--- src/rtl/dma_mover_pkg.sv ---
package dma_mover_pkg;
   typedef enum logic [2:0] {
      ST_IDLE = 3'd0,
      ST_REQ  = 3'd1,
      ST_RD   = 3'd2,
      ST_WR   = 3'd3,
      ST_FIN  = 3'd4
   } mover_state_e;
endpackage

--- src/rtl/dma_mover_ctrl.sv ---
module dma_mover_ctrl
   import dma_mover_pkg::*;
(
   input  logic clk,
   input  logic rst_n,
   input  logic start,
   input  logic len_zero,
   input  logic last_word,
   input  logic bus_gnt,
   output logic load,
   output logic adv,
   output logic rd_en,
   output logic wr_en,
   output logic bus_req,
   output logic busy,
   output logic done,
   output logic in_wr
);
   mover_state_e state_q, state_d;

   assign load    = start && (state_q == ST_IDLE);
   assign rd_en   = (state_q == ST_RD) && bus_gnt;
   assign wr_en   = (state_q == ST_WR) && bus_gnt;
   assign adv     = wr_en;
   assign bus_req = (state_q == ST_REQ) || (state_q == ST_RD) || (state_q == ST_WR);
   assign busy    = (state_q != ST_IDLE);
   assign done    = (state_q == ST_FIN);
   assign in_wr   = (state_q == ST_WR);

   always_comb begin
      state_d = state_q;
      unique case (state_q)
         ST_IDLE: if (load) state_d = len_zero ? ST_FIN : ST_REQ;
         ST_REQ:  if (bus_gnt) state_d = ST_RD;
         ST_RD:   if (bus_gnt) state_d = ST_WR;
         ST_WR:   if (bus_gnt) state_d = last_word ? ST_FIN : ST_RD;
         ST_FIN:  state_d = ST_IDLE;
         default: state_d = ST_IDLE;
      endcase
   end

   always_ff @(posedge clk) begin
      if (!rst_n) state_q <= ST_IDLE;
      else        state_q <= state_d;
   end

   p_one_strobe_r3: assert property (@(posedge clk) disable iff (!rst_n)
      !(rd_en && wr_en));
   p_rd_then_wr_r3: assert property (@(posedge clk) disable iff (!rst_n)
      rd_en |=> in_wr);
   p_strobe_gnt_r7: assert property (@(posedge clk) disable iff (!rst_n)
      (rd_en || wr_en) |-> bus_gnt);
   p_done_pulse_r5: assert property (@(posedge clk) disable iff (!rst_n)
      done |=> !done);
   p_done_noreq_r5: assert property (@(posedge clk) disable iff (!rst_n)
      done |-> !bus_req);
   p_done_cause_r5: assert property (@(posedge clk) disable iff (!rst_n)
      $rose(done) |-> ($past(wr_en) || $past(load)));
   p_start_busy_r6: assert property (@(posedge clk) disable iff (!rst_n)
      (start && busy) |-> !load);
endmodule

--- src/rtl/dma_mover_addr.sv ---
module dma_mover_addr #(
   parameter int ADDR_W = 16,
   parameter int LEN_W  = 16,
   parameter int BYTES  = 8
) (
   input  logic              clk,
   input  logic              rst_n,
   input  logic              load,
   input  logic              adv,
   input  logic [ADDR_W-1:0] cfg_src,
   input  logic [ADDR_W-1:0] cfg_dst,
   input  logic [LEN_W-1:0]  cfg_len,
   output logic [ADDR_W-1:0] cur_src,
   output logic [ADDR_W-1:0] cur_dst,
   output logic              last_word,
   output logic              len_zero
);
   localparam int OFS_W = $clog2(BYTES);
   localparam int CNT_W = LEN_W - OFS_W + 1;
   localparam int NPTR  = 2;

   logic [CNT_W-1:0]  words_in, left_q;
   logic [ADDR_W-1:0] base [NPTR];
   logic [ADDR_W-1:0] ptr_q [NPTR];

   assign words_in  = CNT_W'(cfg_len[LEN_W-1:OFS_W]) + CNT_W'(|cfg_len[OFS_W-1:0]);
   assign len_zero  = (words_in == '0);
   assign last_word = (left_q == CNT_W'(1));
   assign base[0]   = cfg_src;
   assign base[1]   = cfg_dst;
   assign cur_src   = ptr_q[0];
   assign cur_dst   = ptr_q[1];

   for (genvar g = 0; g < NPTR; g++) begin : g_ptr
      always_ff @(posedge clk) begin
         if (!rst_n)    ptr_q[g] <= '0;
         else if (load) ptr_q[g] <= base[g];
         else if (adv)  ptr_q[g] <= ptr_q[g] + ADDR_W'(BYTES);
      end
   end

   always_ff @(posedge clk) begin
      if (!rst_n)    left_q <= '0;
      else if (load) left_q <= words_in;
      else if (adv)  left_q <= left_q - CNT_W'(1);
   end

   p_adv_nonzero_r4: assert property (@(posedge clk) disable iff (!rst_n)
      adv |-> (left_q != '0));
   p_hold_addr_r6: assert property (@(posedge clk) disable iff (!rst_n)
      (!load && !adv) |=> ($stable(cur_src) && $stable(cur_dst)));
endmodule

--- src/rtl/dma_mover_hold.sv ---
module dma_mover_hold #(
   parameter int DATA_W   = 64,
   parameter bit HOLD_RST = 1'b1
) (
   input  logic              clk,
   input  logic              rst_n,
   input  logic              cap,
   input  logic [DATA_W-1:0] d,
   output logic [DATA_W-1:0] q
);
   logic [DATA_W-1:0] q_r;
   assign q = q_r;

   if (HOLD_RST) begin : g_rst
      always_ff @(posedge clk) begin
         if (!rst_n)   q_r <= '0;
         else if (cap) q_r <= d;
      end
   end else begin : g_norst
      always_ff @(posedge clk) begin
         if (cap) q_r <= d;
      end
   end

   p_hold_keep_r3: assert property (@(posedge clk) disable iff (!rst_n)
      !cap |=> $stable(q));
endmodule

--- src/rtl/dma_mover.sv ---
module dma_mover #(
   parameter int DATA_W   = 64,
   parameter int ADDR_W   = 16,
   parameter int LEN_W    = 16,
   parameter bit HOLD_RST = 1'b1
) (
   input  logic              clk,
   input  logic              rst_n,
   input  logic              start,
   input  logic [ADDR_W-1:0] cfg_src,
   input  logic [ADDR_W-1:0] cfg_dst,
   input  logic [LEN_W-1:0]  cfg_len,
   output logic              busy,
   output logic              done,
   output logic              bus_req,
   input  logic              bus_gnt,
   output logic              rd_en,
   output logic [ADDR_W-1:0] rd_addr,
   input  logic [DATA_W-1:0] rd_data,
   output logic              wr_en,
   output logic [ADDR_W-1:0] wr_addr,
   output logic [DATA_W-1:0] wr_data
);
   localparam int BYTES = DATA_W / 8;

   if ((DATA_W % 8) != 0 || (BYTES & (BYTES - 1)) != 0 || BYTES < 2) begin : g_bad_w
      $error("dma_mover: DATA_W must be a power-of-two count of bytes");
   end
   if (LEN_W <= $clog2(BYTES) || ADDR_W <= $clog2(BYTES)) begin : g_bad_len
      $error("dma_mover: LEN_W and ADDR_W must exceed the word offset width");
   end

   logic load, adv, last_word, len_zero, in_wr;

   dma_mover_ctrl u_ctrl (
      .clk(clk), .rst_n(rst_n), .start(start), .len_zero(len_zero),
      .last_word(last_word), .bus_gnt(bus_gnt), .load(load), .adv(adv),
      .rd_en(rd_en), .wr_en(wr_en), .bus_req(bus_req), .busy(busy),
      .done(done), .in_wr(in_wr)
   );

   dma_mover_addr #(.ADDR_W(ADDR_W), .LEN_W(LEN_W), .BYTES(BYTES)) u_addr (
      .clk(clk), .rst_n(rst_n), .load(load), .adv(adv),
      .cfg_src(cfg_src), .cfg_dst(cfg_dst), .cfg_len(cfg_len),
      .cur_src(rd_addr), .cur_dst(wr_addr),
      .last_word(last_word), .len_zero(len_zero)
   );

   dma_mover_hold #(.DATA_W(DATA_W), .HOLD_RST(HOLD_RST)) u_hold (
      .clk(clk), .rst_n(rst_n), .cap(rd_en), .d(rd_data), .q(wr_data)
   );

   p_wr_needs_phase_r3: assert property (@(posedge clk) disable iff (!rst_n)
      wr_en |-> in_wr);
   p_req_on_start_r2: assert property (@(posedge clk) disable iff (!rst_n)
      (load && !len_zero) |=> bus_req);
   p_zero_noreq_r8: assert property (@(posedge clk) disable iff (!rst_n)
      (load && len_zero) |=> (done && !bus_req));
endmodule

--- config.mk ---
export PLATFORM = sky130hd
export DESIGN_NAME = dma_mover
export DESIGN_NICKNAME = d
export VERILOG_FILES = /design/src/rtl/dma_mover_pkg.sv /design/src/rtl/dma_mover_ctrl.sv /design/src/rtl/dma_mover_addr.sv /design/src/rtl/dma_mover_hold.sv /design/src/rtl/dma_mover.sv
export SDC_FILE = /design/constraint.sdc
export NUM_CORES = 1
export LEC_CHECK = 0
export CORE_MARGIN = 4
export CORE_UTILIZATION = 35
export CTS_CLUSTER_SIZE = 8
export DETAILED_ROUTE_END_ITERATION = 12
export DONT_BUFFER_PORTS = 1
export HOLD_SLACK_MARGIN = 0.08
export MAX_ROUTING_LAYER = met4
export PLACE_DENSITY = 0.47
export SETUP_SLACK_MARGIN = 0.02
export SKIP_CTS_REPAIR_TIMING = 1
export SYNTH_ARGS = -nofsm -noshare
export SYNTH_HDL_FRONTEND = slang
export SYNTH_SLANG_ARGS = --single-unit
--- constraint.sdc ---
create_clock -name clk -period 3.7 [get_ports clk]
set_clock_uncertainty 0.05 [all_clocks]
set_input_delay 0.74 -clock clk [delete_from_list [all_inputs] [get_ports clk]]
set_output_delay 0.74 -clock clk [all_outputs]
set_load 0.03 [all_outputs]
After elaboration in Yosys (flattened, before gate mapping)
Memories as Yosys holds them, arrays and structs flattened.
Cells that the tools add are included.
- memories: 1
- output and inout bits: 101
- bits in read-only memories: 0
- RAM bits: 32
- flip-flop bits (word level): 81
- latch bits: 0
- word-level logic and storage cells: 53
- multiply operators: 0
- shift-type cells: 0
- reductions and logical operators: 11
- div/mod/pow operators: 0
- add/sub/neg operators: 4
- muxes and demuxes: 21
- order comparisons: 0
- bitwise operators: 4
- eq/ne operators: 9
- memories (memory ; depth ; bits a word ; read ports ; clocked after memory_dff ; wr ports ; line ; source):
    u_addr.ptr_q ; 2 ; 16 ; 2 ; 0 ; 2 ; dma_mover_addr.sv:24 ; logic [ADDR_W-1:0] ptr_q [NPTR];
- operators by type and width (operator ; count):
    $mux 16 ; 4
    $add 16x4->16 const B ; 2
    $mux 14 ; 2
    $mux 3 ; 6
    $add 13x1->14 ; 1
    $eq 14x1->1 const B ; 1
    $logic_not 14->1 ; 1
    $sub 14x1->14 const B ; 1
    $pmux 3 s4 ; 1
    $mux 1 ; 8
    $ne 2x2->1 const B ; 4
    $eq 3x2->1 const B ; 2
    $or 1x1->1 ; 4
    $reduce_and 4->1 ; 1
    $eq 3x1->1 const B ; 1
    $eq 3x3->1 const B ; 1
    $logic_and 1x1->1 ; 3
    $logic_not 3->1 ; 1
    $reduce_bool 3->1 ; 1
    $reduce_or 3->1 ; 1
    $logic_or 1x1->1 ; 2
    $reduce_bool 2->1 ; 1

Longest topological paths before layout
Gate-level depths: netlist (run 1).
- depth in word-level cells: 7
- mapped depth: 9
- gate-level depth less buffers: 9

Cells and area by module
From an unflattened synthesis (run 1), not the netlist that was laid out.
- cell total of the unflattened synthesis: 541
- area, all modules: 5515.3 µm²
- modules (own cells, without submodules) (module ; cells an instance ; instances ; area each (µm²)):
    dma_mover_addr ; 307 ; 1 ; 2829.0
    dma_mover_hold ; 206 ; 1 ; 2451.1
    dma_mover_ctrl ; 28 ; 1 ; 235.2

Worst setup path after synthesis (run 1)
OpenSTA, ideal clock, no wires.
- path kind: input-to-reg
- from: input cfg_len[1]
- to: register u_ctrl.state_q[2]
- path buffers: 0
- arrival time: 2704 ps
- setup time: 70 ps
- cell stages on the path: 9
- path slack: 876 ps
- cells stage by stage: or3_1 ha_1 ha_1 nand3_2 nor4_2 xnor2_1 nand4_2 or4b_1 a21oi_1
- longest elaborated chain between the ends: 6
- ends and longest elaborated chain (item ; line ; source):
    start: declaration ; dma_mover.sv:12 ; input logic [LEN_W-1:0] cfg_len,
    $reduce_or 3->1 ; dma_mover_addr.sv:26 ; assign words_in = CNT_W'(cfg_len[LEN_W-1:OFS_W]) + CNT_W'(|cfg_len[OFS_W-1:0]);
    $add 13x1->14 ; dma_mover_addr.sv:26 ;
    $logic_not 14->1 ; dma_mover_addr.sv:27 ; assign len_zero = (words_in == '0);
    $mux 3 (2 in a row) ; dma_mover_ctrl.sv:33 ; ST_IDLE: if (load) state_d = len_zero ? ST_FIN : ST_REQ;
    $pmux 3 s4 ; dma_mover_ctrl.sv:32 ; unique case (state_q)
    end signal: assignment ; dma_mover_ctrl.sv:44 ; else state_q <= state_d;
    end: declaration ; dma_mover_ctrl.sv:19 ; mover_state_e state_q, state_d;
No other way between the ends. The select of a mux whose other input is x is not followed.
A chain may end at the register's enable or synchronous reset.

Worst setup path in the final report (run 1)
Same ends and word-level chain as after synthesis.

==> reports/results.tsv, run 1 <==
metric	value	unit
CP dominant cell by count	ha_1	
layout cells sized above 1	8.15	%
Synth Instances	623	
ys flop type	dfxtp_1	
required time of the worst setup path	3.99	ns
CP startpoint kind	input port	
Initial Util	35.8	%
Slew @ Worst Pin	1.08	ns
clock power share	45.8	%
Crit. path cell count	9	
clock sink count	113	
hold path start	rd_data[51]	
Synth top area share	31.0	%
Adder-Cell Fraction of Synth Area	1.44	%
worst hold path type	input port to flip-flop	
Initial DRT Pass Iterations	6	
All-Layer GR Usage	17.3	%
asr flop ratio synth	0	%
DRT antenna net count	0	
Worst Hold Depth	2	
CP Launch Point	cfg_len[1]	
dpl cells	778	
core area	14600	µm²
Placed Area	5370	µm²
Critical Setup Path Class	input port to flip-flop	
CP max stage delay	0.49	ns
initial antenna violation count	1	
Post-synth EDFFs	32	
Fillers	1463	
I/O pin cnt	217	
Slowest-stage cell, CP	or4b_1	
Top delay family on crit path	simple AND/OR/NAND/NOR gates	
WL final	14500	µm
Yosys reg bits	113	
Iter 0 DRT Violations	220	
Synth area leaders	dfxtp_1 (31%), edfxtp_1 (18%), nand2_1 (13%)	
fmax	0.377	GHz
DRC	0	
Ys Warns	0	
min Tclk post-route	2.65	ns
Pins Over Slew Limit	0	
post-synthesis xor/xnor area fraction	5.70	%
final core utilization	40.7	%
Slew HR	27.7	%
setup_tns	0	ns
status	complete, no violations	
Layout area overhead	13.7	%
Buf/Inv on CP	0	
Peak supply drop	293	µV
Max Buffers Root-to-Sink	2	
final hold violation count	0	
Synth area leader	dfxtp_1	
Placer Congestion	0.824	
mean routed wirelength per cell	17.9	µm
Pleak	2.03	nW
vias per cell	5.37	
combinational family with the most area after synthesis	simple AND/OR/NAND/NOR gates	
Synth Area in Compound Gates	14.6	%
Synth Area per Inst	8.38	µm²
crit path capture type	flip-flop	
Net count, final	735	
CTS tree	built	
sequential share of power	46.2	%
grt total ovfl	0	
Die ar.	16900	µm²
RSZ-0062 raised after global routing	false	
Tcrit/Tclk final	71.6	%
first-pass GRT wire length	22200	µm
largest net degree at the start of global routing	65	
Seq/Total Area, Yosys	49.4	%
Simple-Gate Fraction of Synth Area	25.0	%
Netlist cell types	54	
Worst Path Arrival	2.94	ns
Pint	2.41	mW
later-pin clock latency in the skew report	0.41	ns
cells on worst reg2reg path	6	
post-route insts no fill	812	
critical path, cell by cell	or3_1 > ha_1 > ha_1 > nand3_2 > nor4_2 > xnor2_1 > nand4_2 > or4b_1 > a21oi_1	
total of max-cap violations	0	
Die Width	130	µm
worst r2r src	u_ctrl.state_q[2]$_SDFFE_PN0P_	
Syn Nets	745	
design area	5940	µm²
Final HPWL DP	10600	µm
H-Tree Level Count	4	
CTS Buf Count	17	
num rows	44	
DR vias	4360	
WHS	0.413	ns
Sw Ratio	27.4	%
Sw Pwr	909	µW
share of synthesized area spent on multiplexers	0.383	%
Netlist Area Pre-Place	5220	µm²
Worst-path clk slew	0.05	ns
final setup vio count	0	
root buf cell	clkbuf_16	
combinational share of power	8.0	%
vias in the first global route	4151	
PD cells	559	nW/µm²
die height	130	µm
peak fanout along the critical path	8	
port bufs	0	
[state kept, by name, summed over array words and instances (netlist names)]
register	cells
u_hold.q	64
u_addr.ptr_q	32
u_addr.left_q	14
u_ctrl.state_q	3
[cell families (layout without fill, tap and decap cells)]
logic type,Yosys count,count (layout)
simple gates,285,285
compound gates,138,138
flops,113,113
buf+inv,45,48
xor+xnor,34,34
fa+ha+maj,6,6
mux,2,2
other cells,0,2
[final timing paths]
check	to	slack, ns
min reg2reg	u_addr.left_q[12]$_SDFFE_PN0P_	0.42
max reg2reg	u_addr.ptr_q[1][5]$_SDFFCE_PN0P_	1.23
max	u_ctrl.state_q[2]$_SDFFE_PN0P_	1.05
min	u_hold.q[51]$_SDFFE_PN0P_	0.41
[Yosys cell counts, drive strengths merged, types with 2 or more instances]
library cell	n
a2111oi	2
a21oi	78
a22o	2
a31oi	5
a41oi	2
and2	5
and3	10
and4	2
buf	9
clkbuf	25
dfxtp	81
edfxtp	32
ha	6
inv	10
mux2i	2
nand2	174
nand3	21
nand3b	2
nand4	6
nand4b	3
nor2	36
nor3	10
nor4	2
nor4b	3
o211ai	2
o21ai	36
o22ai	2
o311ai	2
or3	5
or4	2
xnor2	14
xor2	20
[power by group through the flow]
stage | registers (mW) | clock network [mW] | logic [mW]
after floorplan | 1.53 | 0 | 0.218
after global placement | 1.55 | 0 | 0.265
after detailed placement | 1.56 | 0 | 0.269
after CTS | 1.53 | 1.56 | 0.270
after global routing | 1.54 | 1.61 | 0.309
final | 1.53 | 1.52 | 0.266
[metal layers]
layer	part of all wire, %	wire, µm	up-vias	GRT usage (%)
met1	40	5840	2014	21.6
met5	0	0	-	-
met3	12	1730	16	6.96
li1	-	-	2131	-
met2	47	6780	199	25.6
met4	1.2	170	0	5.26
[placed cells by master, fill, tap and decap left out, types with 14 or more instances in the layout]
master	netlist	final
nand2_1	174	174
edfxtp_1	32	32
clkbuf_16	0	18
dfxtp_1	81	81
nor2_1	36	35
a21oi_1	78	78
xnor2_1	14	14
o21ai_0	33	33
xor2_1	20	20
nand3_1	19	18
[final cells by class]
class                   count  area [µm²]  area share [%]
well taps                 184         230            3.88
multi-input cells         465        2480            41.8
flip-flops and latches    113        2580            43.5
inverters                  11        41.3           0.696
clock buffers              23         509            8.58
repair buffers              5        37.5           0.632
clock inverters             9        51.3           0.864
diodes                      2        5.00          0.0843
[per-stage QoR]
step	setup WS, ns	power, mW
after floorplan	0.876	1.74
after global placement	0.731	1.82
after detailed placement	0.616	1.83
after CTS	1.07	3.36
after global routing	0.866	3.46
final	1.05	3.32
No activity file was read; power rests on OpenSTA's default activity.
==> run 2: changes to the inputs <==
--- a/config.mk
+++ b/config.mk
@@ -12,7 +12,7 @@
 export DONT_BUFFER_PORTS = 1
 export HOLD_SLACK_MARGIN = 0.08
 export MAX_ROUTING_LAYER = met4
-export PLACE_DENSITY = 0.47
+export PLACE_DENSITY = 0.49
 export SETUP_SLACK_MARGIN = 0.02
 export SKIP_CTS_REPAIR_TIMING = 1
 export SYNTH_ARGS = -nofsm -noshare
==> constraint.sdc (replaced) <==
create_clock -name clk -period 2.17 [get_ports clk]
set_clock_uncertainty 0.05 [all_clocks]
set_input_delay 0.434 -clock clk [delete_from_list [all_inputs] [get_ports clk]]
set_output_delay 0.434 -clock clk [all_outputs]
set_load 0.03 [all_outputs]
==> run 2 against run 1 <==
Compared with the run above: non-clock buffer count rose by 34; utilization rose by 2.7 points; cell count rose by 4.2%; worst hold slack got worse by 0.31 ns; sequential power rose by 66%; sequential cell count did not move; count of clock-buffer cells in the layout rose by 1; largest power group is now the clock network; highest routed layer unchanged.
==> reports/results.tsv, run 2 (synthesis gave the netlist of run 1 again) <==
metric	value	unit
met3 usage in global routing	6.26	%
highest-count cells in the layout ignoring fill and taps	nand2_1 (174), dfxtp_1 (80), a21oi_1 (77), buf_4 (37), nor2_1 (34)	
Worst-path clk slew	0.06	ns
Iter 0 DRT Violations	232	
Slew @ Worst Pin	0.711	ns
peak fanout along the critical path	5	
RSZ-0062 raised after global routing	false	
core area	14600	µm²
Pint	4.28	mW
fmax	0.484	GHz
final hold violation count	0	
worst hold path type	input port to flip-flop	
num rows	44	
design area	6320	µm²
Tcrit/Tclk final	95.2	%
CTS tree	built	
DP Worst Slack	-0.348	ns
DR vias	4492	
Initial DRT Pass Iterations	4	
Slew HR	52.6	%
grt total ovfl	0	
clock power share	46.4	%
Worst Hold Depth	2	
All-Layer GR Usage	17.5	%
Pleak	2.21	nW
die height	130	µm
DRT antenna net count	0	
Worst Path Arrival	2.36	ns
later-pin clock latency in the skew report	0.41	ns
required time of the worst setup path	2.46	ns
status	complete, no violations	
H-Tree Level Count	4	
Die Width	130	µm
Net count, final	769	
Initial Util	35.8	%
CTS Buf Count	17	
Sw Pwr	1.61	mW
total of max-cap violations	0	
largest net degree at the start of global routing	69	
initial antenna violation count	1	
Final Power	5.89	mW
cells on worst reg2reg path	5	
PD cells	931	nW/µm²
Placer Congestion	0.866	
setup_tns	0	ns
sequential share of power	43.1	%
root buf cell	clkbuf_16	
first-pass GRT wire length	22800	µm
max reg flops	64	
Peak supply drop	452	µV
Fillers	1433	
crit path capture type	flip-flop	
met2 Track Usage GR	25.4	%
final core utilization	43.4	%
Pins Over Slew Limit	0	
CP startpoint kind	input port	
mean routed wirelength per cell	17.5	µm
GRT busiest layer	met2	
Max Buffers Root-to-Sink	2	
Critical Setup Path Class	input port to flip-flop	
met1 Track Usage GR	22.3	%
vias per cell	5.31	
final setup vio count	0	
clock sink count	113	
Sw Ratio	27.3	%
worst setup margin	0.105	ns
layout cells sized above 1	14.1	%
Placed Area	5670	µm²
Layout area overhead	21.1	%
DRC	0	
WL final	14800	µm
Final HPWL DP	11000	µm
min Tclk post-route	2.06	ns
combinational share of power	10.5	%
most common cell after layout, fill and taps aside	nand2_1	
I/O pin cnt	217	
vias in the first global route	4360	
port bufs	0	
Die ar.	16900	µm²
-- run 2: per-stage QoR --
step | cells | hold WS [ns]
finish | 846 | 0.101
global route | 845 | 0.0807
CTS | 843 | 0.0786
detailed placement | 811 | 0.421
global placement | 811 | 0.408
floorplan | 623 | 0.386
-- run 2: critical path: stages --
cell     delay [ns]
or3_4          0.38
ha_4           0.19
ha_4           0.18
nand3_4        0.11
nor4_2         0.06
xnor2_1        0.24
nand4_2        0.14
or4b_4         0.50
a21oi_2        0.12
-- run 2: layout make-up --
class / instances / area, µm² / area share, %
inverters: 11 / 46.3 / 0.732
well taps: 184 / 230 / 3.64
flip-flops and latches: 113 / 2580 / 40.9
clock buffers: 24 / 536 / 8.47
multi-input cells: 465 / 2540 / 40.2
clock inverters: 8 / 63.8 / 1.01
diodes: 2 / 5.00 / 0.0791
repair buffers: 39 / 318 / 5.02
-- run 2: path summary, 6_finish.rpt --
path                                  startpoint  slack (ns)                                end
hold reg to reg   u_addr.left_q[10]$_SDFFE_PN0P_        0.43     u_addr.left_q[10]$_SDFFE_PN0P_
hold / removal                       rd_data[46]        0.10          u_hold.q[46]$_SDFFE_PN0P_
setup / recovery                      cfg_len[1]        0.11     u_ctrl.state_q[2]$_SDFFE_PN0P_
setup reg to reg  u_ctrl.state_q[2]$_SDFFE_PN0P_        0.30  u_addr.ptr_q[1][14]$_SDFFCE_PN0P_
-- run 2: power groups by stage --
stage / logic (mW) / registers, mW / clock network [mW]
6_report: 0.618 / 2.54 / 2.73
3_3_place_gp: 0.604 / 2.58 / 0
3_5_place_dp: 0.611 / 2.58 / 0
2_1_floorplan: 0.378 / 2.60 / 0
5_1_grt: 0.693 / 2.55 / 2.90
4_1_cts: 0.612 / 2.54 / 2.80
-- run 2: layer usage --
layer | up-vias | routed length, µm | part of all wire, %
met3 | 26 | 1520 | 10
met2 | 173 | 6790 | 46
met1 | 2085 | 6250 | 42
met5 | - | 0 | 0
li1 | 2208 | - | -
met4 | 0 | 250 | 1.7
